--- config.mk ---
export PLATFORM = sky130hd
export DESIGN_NAME = hpk_dreg
export DESIGN_NICKNAME = d
export VERILOG_FILES = /design/src/rtl/hpk_pkg.sv /design/src/rtl/hpk_fifo.sv /design/src/rtl/hpk_datapath.sv /design/src/rtl/hpk_ctrl.sv /design/src/rtl/hpk_dreg.sv
export SDC_FILE = /design/constraint.sdc
export NUM_CORES = 1
export LEC_CHECK = 0
export BUFFER_PORTS_ARGS = -buffer_cell sky130_fd_sc_hd__buf_2
export CAP_MARGIN = 20
export CORE_AREA = 3 3 108 110
export DETAILED_ROUTE_END_ITERATION = 6
export DIE_AREA = 0 0 111 113
export PLACE_DENSITY_LB_ADDON = 0.25
export SLEW_MARGIN = 20
export SYNTH_ARGS = -nofsm -noshare
export SYNTH_HDL_FRONTEND = slang
export SYNTH_SLANG_ARGS = --single-unit
export TNS_END_PERCENT = 5
--- constraint.sdc ---
create_clock -name clk -period 5.7 [get_ports clk]
set_input_delay 1.71 -clock clk [delete_from_list [all_inputs] [get_ports clk]]
set_output_delay 1.71 -clock clk [all_outputs]
set_load 0.02 [all_outputs]
--- src/rtl/hpk_pkg.sv ---
package hpk_pkg;

  // Strobes from control to datapath for one cycle.
  typedef struct packed {
    logic [1:0] txPushN;  // bytes written into transmit FIFO
    logic [1:0] txPopN;   // bytes consumed by the shift engine
    logic [1:0] rxPushN;  // bytes written into receive FIFO
    logic [1:0] rxPopN;   // bytes consumed by a bus read
    logic       txHiZero; // second pushed byte is forced to zero
    logic       txHiEn;   // txFrame carries the second head byte
    logic       rdLoEn;   // busRData low byte from head
    logic       rdHiEn;   // busRData high byte from next entry
  } hpk_strobe_t;

  // Fill code: 0 empty, 1 up to a quarter, 2 up to half, 3 above half.
  function automatic logic [1:0] levelCode(input int unsigned cnt,
                                           input int unsigned depth);
    if (cnt == 0)               return 2'b00;
    else if (cnt * 4 <= depth)  return 2'b01;
    else if (cnt * 2 <= depth)  return 2'b10;
    else                        return 2'b11;
  endfunction

endpackage

--- src/rtl/hpk_fifo.sv ---
// Byte FIFO accepting up to two pushes and two pops per cycle.
// DEPTH must be a power of two and at least 2.
module hpk_fifo #(
  parameter int DEPTH  = 4,
  parameter int BYTE_W = 8,
  localparam int PTR_W = $clog2(DEPTH),
  localparam int CNT_W = $clog2(DEPTH + 1)
) (
  input  logic              clk,
  input  logic              rst_n,
  input  logic [1:0]        pushN,
  input  logic [BYTE_W-1:0] pushD0,
  input  logic [BYTE_W-1:0] pushD1,
  input  logic [1:0]        popN,
  output logic [BYTE_W-1:0] head0,
  output logic [BYTE_W-1:0] head1,
  output logic [CNT_W-1:0]  count
);

  logic [BYTE_W-1:0] mem [DEPTH];
  logic [PTR_W-1:0]  wrPtr;
  logic [PTR_W-1:0]  rdPtr;
  logic [PTR_W-1:0]  wrNext;
  logic [PTR_W-1:0]  rdNext;

  assign wrNext = wrPtr + PTR_W'(1);
  assign rdNext = rdPtr + PTR_W'(1);
  assign head0  = mem[rdPtr];
  assign head1  = mem[rdNext];

  always_ff @(posedge clk) begin
    if (pushN != 2'd0) mem[wrPtr] <= pushD0;
    if (pushN == 2'd2) mem[wrNext] <= pushD1;
  end

  always_ff @(posedge clk) begin
    if (!rst_n) begin
      wrPtr <= '0;
      rdPtr <= '0;
      count <= '0;
    end else begin
      wrPtr <= wrPtr + PTR_W'(pushN);
      rdPtr <= rdPtr + PTR_W'(popN);
      count <= count + CNT_W'(pushN) - CNT_W'(popN);
    end
  end


  push_room_chk: assert property (@(posedge clk) disable iff (!rst_n)
    32'(pushN) <= DEPTH - 32'(count));


  pop_room_chk: assert property (@(posedge clk) disable iff (!rst_n)
    32'(popN) <= 32'(count));


  count_bound_chk: assert property (@(posedge clk) disable iff (!rst_n)
    32'(count) <= DEPTH);

endmodule

--- src/rtl/hpk_datapath.sv ---
// Storage and byte steering for both directions.
module hpk_datapath
  import hpk_pkg::*;
#(
  parameter int DEPTH  = 4,
  parameter int BYTE_W = 8,
  localparam int WORD_W = 2 * BYTE_W,
  localparam int CNT_W  = $clog2(DEPTH + 1)
) (
  input  logic              clk,
  input  logic              rst_n,
  input  hpk_strobe_t       stb,
  input  logic [WORD_W-1:0] busWData,
  input  logic [WORD_W-1:0] rxFrame,
  output logic [WORD_W-1:0] busRData,
  output logic [WORD_W-1:0] txFrame,
  output logic [CNT_W-1:0]  txCount,
  output logic [CNT_W-1:0]  rxCount
);

  logic [BYTE_W-1:0] txHead0, txHead1, rxHead0, rxHead1;
  logic [BYTE_W-1:0] txHiByte;

  // Low byte always goes first; an 8-bit access supplies a zero high byte.
  assign txHiByte = stb.txHiZero ? '0 : busWData[WORD_W-1:BYTE_W];

  hpk_fifo #(.DEPTH(DEPTH), .BYTE_W(BYTE_W)) txFifo (
    .clk    (clk),
    .rst_n  (rst_n),
    .pushN  (stb.txPushN),
    .pushD0 (busWData[BYTE_W-1:0]),
    .pushD1 (txHiByte),
    .popN   (stb.txPopN),
    .head0  (txHead0),
    .head1  (txHead1),
    .count  (txCount)
  );

  hpk_fifo #(.DEPTH(DEPTH), .BYTE_W(BYTE_W)) rxFifo (
    .clk    (clk),
    .rst_n  (rst_n),
    .pushN  (stb.rxPushN),
    .pushD0 (rxFrame[BYTE_W-1:0]),
    .pushD1 (rxFrame[WORD_W-1:BYTE_W]),
    .popN   (stb.rxPopN),
    .head0  (rxHead0),
    .head1  (rxHead1),
    .count  (rxCount)
  );

  assign txFrame  = {stb.txHiEn ? txHead1 : {BYTE_W{1'b0}}, txHead0};
  assign busRData = {stb.rdHiEn ? rxHead1 : {BYTE_W{1'b0}},
                     stb.rdLoEn ? rxHead0 : {BYTE_W{1'b0}}};

endmodule

--- src/rtl/hpk_ctrl.sv ---
// Access sizing, threshold and level logic, overflow flag.
module hpk_ctrl
  import hpk_pkg::*;
#(
  parameter int DEPTH    = 4,
  parameter int BYTE_W   = 8,
  parameter int LEN_W    = 5,
  localparam int CNT_W   = $clog2(DEPTH + 1)
) (
  input  logic             clk,
  input  logic             rst_n,
  input  logic [LEN_W-1:0] frameLen,
  input  logic             rxThreshOne,
  input  logic             busWrite,
  input  logic             busRead,
  input  logic             busWide,
  input  logic             txTake,
  input  logic             rxWrite,
  input  logic [CNT_W-1:0] txCount,
  input  logic [CNT_W-1:0] rxCount,
  output hpk_strobe_t      stb,
  output logic             txValid,
  output logic             rxNotEmpty,
  output logic [1:0]       rxLevel,
  output logic             wrOverflow
);

  localparam logic [CNT_W-1:0] DEPTH_C = CNT_W'(DEPTH);
  localparam logic [LEN_W-1:0] PACK_MAX = LEN_W'(BYTE_W);

  logic             packed_;
  logic [1:0]       wrNeed;
  logic [1:0]       rdMax;
  logic [1:0]       frameBytes;
  logic [CNT_W-1:0] txFree;
  logic [CNT_W-1:0] rxFree;
  logic             wrOk;
  logic             rxOk;

  assign packed_    = (frameLen <= PACK_MAX);
  assign frameBytes = packed_ ? 2'd1 : 2'd2;
  assign wrNeed     = (packed_ && !busWide) ? 2'd1 : 2'd2;
  assign rdMax      = (packed_ && !busWide) ? 2'd1 : 2'd2;
  assign txFree     = DEPTH_C - txCount;
  assign rxFree     = DEPTH_C - rxCount;
  assign wrOk       = busWrite && (txFree >= CNT_W'(wrNeed));
  assign rxOk       = rxWrite && (rxFree >= CNT_W'(frameBytes));
  assign txValid    = (txCount >= CNT_W'(frameBytes));

  always_comb begin
    stb          = '0;
    stb.txPushN  = wrOk ? wrNeed : 2'd0;
    stb.txHiZero = !busWide;
    stb.txPopN   = (txTake && txValid) ? frameBytes : 2'd0;
    stb.txHiEn   = !packed_;
    stb.rxPushN  = rxOk ? frameBytes : 2'd0;
    if (busRead) begin
      if (rdMax == 2'd2 && rxCount >= CNT_W'(2)) stb.rxPopN = 2'd2;
      else if (rxCount != '0)                    stb.rxPopN = 2'd1;
      else                                       stb.rxPopN = 2'd0;
    end
    stb.rdLoEn   = (rxCount != '0);
    stb.rdHiEn   = busWide && (rxCount >= CNT_W'(2));
  end

  assign rxNotEmpty = rxThreshOne ? (rxCount != '0) : (rxCount >= CNT_W'(2));
  assign rxLevel    = levelCode(32'(rxCount), DEPTH);

  always_ff @(posedge clk) begin
    if (!rst_n)                  wrOverflow <= 1'b0;
    else if (busWrite && !wrOk)  wrOverflow <= 1'b1;
  end


  ovf_sticky_chk: assert property (@(posedge clk) disable iff (!rst_n)
    wrOverflow |=> wrOverflow);


  ovf_set_chk: assert property (@(posedge clk) disable iff (!rst_n)
    (busWrite && busWide && txCount > DEPTH_C - CNT_W'(2)) |=> wrOverflow);


  one_byte_quiet_chk: assert property (@(posedge clk) disable iff (!rst_n)
    (!rxThreshOne && rxLevel == 2'b01 && DEPTH >= 4) |-> !rxNotEmpty);


  odd_last_chk: assert property (@(posedge clk) disable iff (!rst_n)
    (rxThreshOne && rxLevel != 2'b00) |-> rxNotEmpty);

endmodule

--- src/rtl/hpk_dreg.sv ---
// Thin top: control strobes drive the byte datapath.
module hpk_dreg
  import hpk_pkg::*;
#(
  parameter int DEPTH  = 4,
  parameter int BYTE_W = 8,
  parameter int LEN_W  = 5,
  localparam int WORD_W = 2 * BYTE_W,
  localparam int CNT_W  = $clog2(DEPTH + 1)
) (
  input  logic              clk,
  input  logic              rst_n,
  input  logic [LEN_W-1:0]  frameLen,
  input  logic              rxThreshOne,
  input  logic              busWrite,
  input  logic              busRead,
  input  logic              busWide,
  input  logic [WORD_W-1:0] busWData,
  output logic [WORD_W-1:0] busRData,
  output logic              txValid,
  output logic [WORD_W-1:0] txFrame,
  input  logic              txTake,
  input  logic              rxWrite,
  input  logic [WORD_W-1:0] rxFrame,
  output logic              rxNotEmpty,
  output logic [1:0]        rxLevel,
  output logic              wrOverflow
);

  hpk_strobe_t      stb;
  logic [CNT_W-1:0] txCount;
  logic [CNT_W-1:0] rxCount;

  hpk_ctrl #(.DEPTH(DEPTH), .BYTE_W(BYTE_W), .LEN_W(LEN_W)) ctrl (
    .clk         (clk),
    .rst_n       (rst_n),
    .frameLen    (frameLen),
    .rxThreshOne (rxThreshOne),
    .busWrite    (busWrite),
    .busRead     (busRead),
    .busWide     (busWide),
    .txTake      (txTake),
    .rxWrite     (rxWrite),
    .txCount     (txCount),
    .rxCount     (rxCount),
    .stb         (stb),
    .txValid     (txValid),
    .rxNotEmpty  (rxNotEmpty),
    .rxLevel     (rxLevel),
    .wrOverflow  (wrOverflow)
  );

  hpk_datapath #(.DEPTH(DEPTH), .BYTE_W(BYTE_W)) dp (
    .clk      (clk),
    .rst_n    (rst_n),
    .stb      (stb),
    .busWData (busWData),
    .rxFrame  (rxFrame),
    .busRData (busRData),
    .txFrame  (txFrame),
    .txCount  (txCount),
    .rxCount  (rxCount)
  );


  empty_read_zero_chk: assert property (@(posedge clk) disable iff (!rst_n)
    (busRead && rxLevel == 2'b00) |-> (busRData == '0));


  short_frame_hi_chk: assert property (@(posedge clk) disable iff (!rst_n)
    (txValid && frameLen <= LEN_W'(BYTE_W)) |-> (txFrame[WORD_W-1:BYTE_W] == '0));

endmodule

# Word level (Yosys, flattened, before mapping)
# Memories as Yosys holds them, arrays and structs flattened. A register that Yosys moved wholly into a read port is not among the register bits.
# Index checks and enable logic that the tools add are counted.
# op_classes
n_addsub,14
order_cmp,7
mux,26
reduce_logical,13
eq_ne,3
# op_table
operator,n
8-bit 2-to-1 mux,4
2-bit 2-to-1 mux,11
1-bit 2-to-1 mux,11
3-bit by 2-bit greater-or-equal comparator with 1-bit output,3
"2-bit by 1-bit adder with 2-bit output, second input constant",4
2-bit adder,4
1-bit logical AND,7
3-bit by 2-bit adder with 3-bit output,2
"2-bit equality test, second input constant",3
3-bit by 2-bit subtractor with 3-bit output,2
"3-bit subtractor, first input constant",2
"5-bit by 3-bit <= comparator with 1-bit output, second input constant",1
"5-bit by 4-bit <= comparator with 1-bit output, second input constant",1
"4-bit by 3-bit <= comparator with 1-bit output, second input constant",1
2-bit nonzero test,2
"3-bit by 2-bit greater-or-equal comparator with 1-bit output, second input constant",1
3-bit zero test,1
3-bit nonzero test,1
1-bit zero test,2
# word_totals
word_cells,72
regBits,15
mem_count,2
mem_bits_rw,64
out_inout_bits,37
in_bits,45
# mem_list
name,depth,width,rd,rd_ports_with_merged_regs,wr,line,source
dp.rxFifo.mem,4,8,2,1,2,hpk_fifo.sv:20,logic [BYTE_W-1:0] mem [DEPTH];
dp.txFifo.mem,4,8,2,1,2,hpk_fifo.sv:20,

# Longest topological paths before layout
# depth
depth_word,9
ltp_mapped,17
ltp_nobuf,15

# Hierarchy
# A second synthesis with hierarchy kept.
# hier_totals
hier_cells,342
area_unflattened_um2,5009.8
# modules_own_cells
mod,cells_per_inst,seq_area_each_um2,n_inst,area_each_um2
hpk_fifo at dp.txFifo,127,1101.1,1,2200.9
hpk_fifo at dp.rxFifo,127,1101.1,1,2180.8
hpk_ctrl,56,20.0,1,427.9
hpk_datapath,32,0.0,1,200.2

# Least setup slack after synthesis
# No wires, ideal clock.
# synth_path
kind,in2out
from,input port frameLen[0]
to,output port txValid
path_stages,8
setup_slack_ns,0.734
arrival_time_ns,3.256
path_cell_list,o31ai_1 > nand2b_1 > buf_6 > clkbuf_1 > inv_1 > ha_1 > nand2b_1 > a211o_1
# synth_via
elab_chain_len,3
# synth_rtl
item,line,source
"start, declared",hpk_dreg.sv:13,"input logic [LEN_W-1:0] frameLen,"
5-bit by 4-bit <= comparator with 1-bit output,hpk_ctrl.sv:40,assign packed_ = (frameLen <= PACK_MAX);
2-bit 2-to-1 mux,hpk_ctrl.sv:41,assign frameBytes = packed_ ? 2'd1 : 2'd2;
3-bit by 2-bit greater-or-equal comparator with 1-bit output,hpk_ctrl.sv:48,assign txValid = (txCount >= CNT_W'(frameBytes));
"end, declared",hpk_dreg.sv:20,"output logic txValid,"
# Every way passes these cells.

# Worst setup path after layout
# Ends and elaborated chain as after synthesis.

==> metrics.txt <==
Cells after Synth 362; placed cells about 570; clock latency on the worst-skew pair 0.36 ns; worst r2r dst dp.rxFifo.count[2]$_SDFF_PN0_; register bit count reported by yosys between 70 and 80; H-tree depth 3; initial core utilization 0.4532; Clk pwr share 0.164; hold path startpoint ctrl.wrOverflow$_SDFFE_PN0P_; clk_skew approximately 0.0081 ns; die footprint 12540 µm²; Routed WL 11.39 mm; P_sw 1040 µW; Max stage delay on crit path between 0.3 and 0.4 ns; per-cell routed wire length 19.33 µm; largest net degree at the start of global routing 18; clock buffer depth 2; Reg clk slew, reported paths around 0.080 ns; Final period util 0.8778; Seq/Total Area, Yosys 0.4543; Post-synth EDFFs 64; Initial DRC Count approximately 150; Die H ~110 µm; Sw Ratio 0.3953; unrepaired setup endpoints after global routing no; clock root cell clkbuf_8; Hold Crit Depth 2; CP top delay family compound AO/OA/AOI/OAI gates; DR vias 3366; Syn Area/Cell roughly 14 µm²; LEAKAGE 0.002249 µW; setup bufs post-CTS 0; Buf/Inv on CP 3; Congestion Overflow GR 0; I/O pins 82; antenna violations before repair 0; layout cells sized above 1 0.4009; crit-path cells buf_2 > o31ai_1 > nand2b_1 > inv_1 > ha_1 > nand2b_1 > a211o_1 > buf_2; max-slew violations 0; Design Area, Final around 5600 µm²; Ant. Diodes 0; Detailed Place HPWL a little over 8 mm; clock tree from TritonCTS built; VDD IR max between 0.2 and 0.25 mV; DRC viols 0; syn_nets 430; critical path peak fanout 4; setup TNS 0 ns; final setup vio count 0; Logic pwr share 0.476; Max Fclk 199.9 MHz; final hold vios 0; power density cells 465.9 nW/µm²; WHS Endpoint ctrl.wrOverflow$_SDFFE_PN0P_; nets@finish between 500 and 600; Layout Cells excl Fill roughly 590; Max transition margin 0.3033; Synth Flop Type edfxtp_1; cts repair resizes 0; pin slew with the least headroom to its limit about 1.0 ns; layout filler cell count approximately 940; min Tclk post-route around 5 ns; Max Cap Viol 0; first-pass GRT wire length 18.29 mm; Seq pwr share 0.360; CP required between 3 and 4 ns; PortBufs between 80 and 90; Num CTS Buffers 9; GR Util All Layers 0.1883; hold_buf cts 0; RR Startpoint dp.rxFifo.count[1]$_SDFF_PN0_; number of routed nets with antenna violations 0; Row Count 38; status complete, no violations; vias in the first global route between 3000 and 4000; P&R area growth vs syn 15.45%; fraction of registers with async set/reset 0; endpoint class of the critical path output port; vias per std cell between 5 and 6; worst hold-check path type flop to flop; placed standard-cell area between 5000 and 6000 µm²; core region area roughly 11000 µm²; crit start category primary input; register-to-register setup slack around 2.5 ns; Yosys warning total 0; crit path kind primary input to output port; Post-Syn Area 4891 µm²; gpl congestion about 0.79; worst r2r path cells 11; Pre-Repair DR Iteration Count 4; Horiz. Die Dim about 110 µm; slowest CP cell o31ai_1; Synth cell types 44; P_int between 1500 and 2000 µW; Arr. time, crit path 3.29 ns; clk sinks 79
-- sequential cells by signal, indices dropped and copies added, names as in the netlist --
| register | count |
|---|---|
| dp.rxFifo.rdPtr | 2 |
| dp.rxFifo.mem | 32 |
| dp.txFifo.mem | 32 |
| dp.txFifo.rdPtr | 2 |
| dp.txFifo.count | 3 |
| dp.rxFifo.count | 3 |
| ctrl.wrOverflow | 1 |
| dp.rxFifo.wrPtr | 2 |
| dp.txFifo.wrPtr | 2 |
-- worst register-to-register path: stages, from the launching register on --
cell and delay (ns):
dfxtp_1 0.42, inv_1 0.13, ha_1 0.29, ha_1 0.28, a21oi_1 0.19, or3_1 0.40, fa_1 0.51, inv_1 0.06
fa_1 0.43, xnor2_1 0.19, xnor2_1 0.14, nor2_1 0.05
-- per-stage QoR --
stage	util	worst slack, ns	hold WS (ns)	power, µW
finish	0.5232	0.6967	0.4852	2631
global route	0.5232	0.5603	0.5292	2810
CTS	0.5230	0.6822	0.4906	2665
detailed placement	0.5041	0.6813	0.4690	2231
global placement	0.5041	0.6895	0.4552	2182
floorplan	-	0.7345	0.5271	1859
-- layout make-up --
class / count / area (µm²) / area share
clock buffers: 9 / 123.9 / 0.02194
clock inverters: 7 / 80.08 / 0.01418
inverters: 20 / 77.57 / 0.01374
multi-input cells: 246 / 2507 / 0.4440
flip-flops and latches: 79 / 2225 / 0.3940
well taps: 140 / 175.2 / 0.03102
repair buffers: 88 / 457.9 / 0.08110
-- power groups by stage --
stage               clock network [µW]  registers [µW]  logic [µW]
finish                             431             947        1250
global route                       466             971        1370
CTS                                442             949        1270
detailed placement                   0             962        1270
global placement                     0             944        1240
floorplan                            0             863         995
-- layer usage --
layer | routed length [µm] | GRT usage | up-vias
met3 | 662 | 0.04813 | 15
li1 | - | - | 1580
met1 | 4332 | 0.2068 | 1680
met2 | 6258 | 0.3552 | 91
met4 | 131 | 0.06076 | 0
met5 | 0 | 0 | -
-- how the worst max path moves through the flow --
stage | start | end | slack [ns] | cells past startpoint
detailed placement | frameLen[0] | txValid | 0.68 | 8
floorplan | frameLen[0] | txValid | 0.73 | 8
CTS | frameLen[0] | txValid | 0.68 | 8
global placement | frameLen[0] | txValid | 0.69 | 8
global route | frameLen[0] | txValid | 0.56 | 8
finish | frameLen[0] | txValid | 0.70 | 8
-- kinds of logic (layout without fill, tap and decap cells) --
logic type | after synthesis | in the layout | share of synthesized area
AO/OA/AOI/OAI | 53 | 53 | 0.08545
XOR/XNOR | 10 | 10 | 0.01791
multiplexers | 65 | 65 | 0.2292
AND/OR/NAND/NOR | 95 | 95 | 0.1151
buffers and inverters | 37 | 124 | 0.03300
adder cells (fa/ha/maj) | 23 | 23 | 0.06498
flip-flops | 79 | 79 | 0.4543
-- placed cells by master, fill, tap and decap left out, drive strengths merged, types with 4 or more instances in the layout --
cell / netlist / layout
a21oi: 10 / 10
a22o: 32 / 32
and2: 16 / 16
and3: 8 / 8
buf: 7 / 88
clkbuf: 10 / 9
clkinv: 0 / 4
dfxtp: 15 / 15
edfxtp: 64 / 64
fa: 4 / 4
ha: 19 / 19
inv: 20 / 22
mux2: 32 / 32
mux4: 32 / 32
nand2: 7 / 7
nand2b: 6 / 6
nand4: 6 / 6
nor2: 18 / 18
nor2b: 11 / 11
nor3: 8 / 8
xnor2: 8 / 8
-- synthesized netlist by cell type (all sizes together), types with 7 or more instances --
master | count | area, µm²
a22o | 32 | 280.3
a21oi | 10 | 50.05
nor2b | 11 | 68.82
ha | 19 | 237.7
dfxtp | 15 | 300.3
and2 | 16 | 100.1
mux2 | 32 | 390.4
clkbuf | 10 | 37.54
edfxtp | 64 | 1922
nor2 | 18 | 67.56
mux4 | 32 | 720.7
xnor2 | 8 | 70.07
nor3 | 8 | 55.05
nand2 | 7 | 26.28
inv | 20 | 77.58
and3 | 8 | 50.05
buf | 7 | 46.29
(Power assumes the default switching activity.)
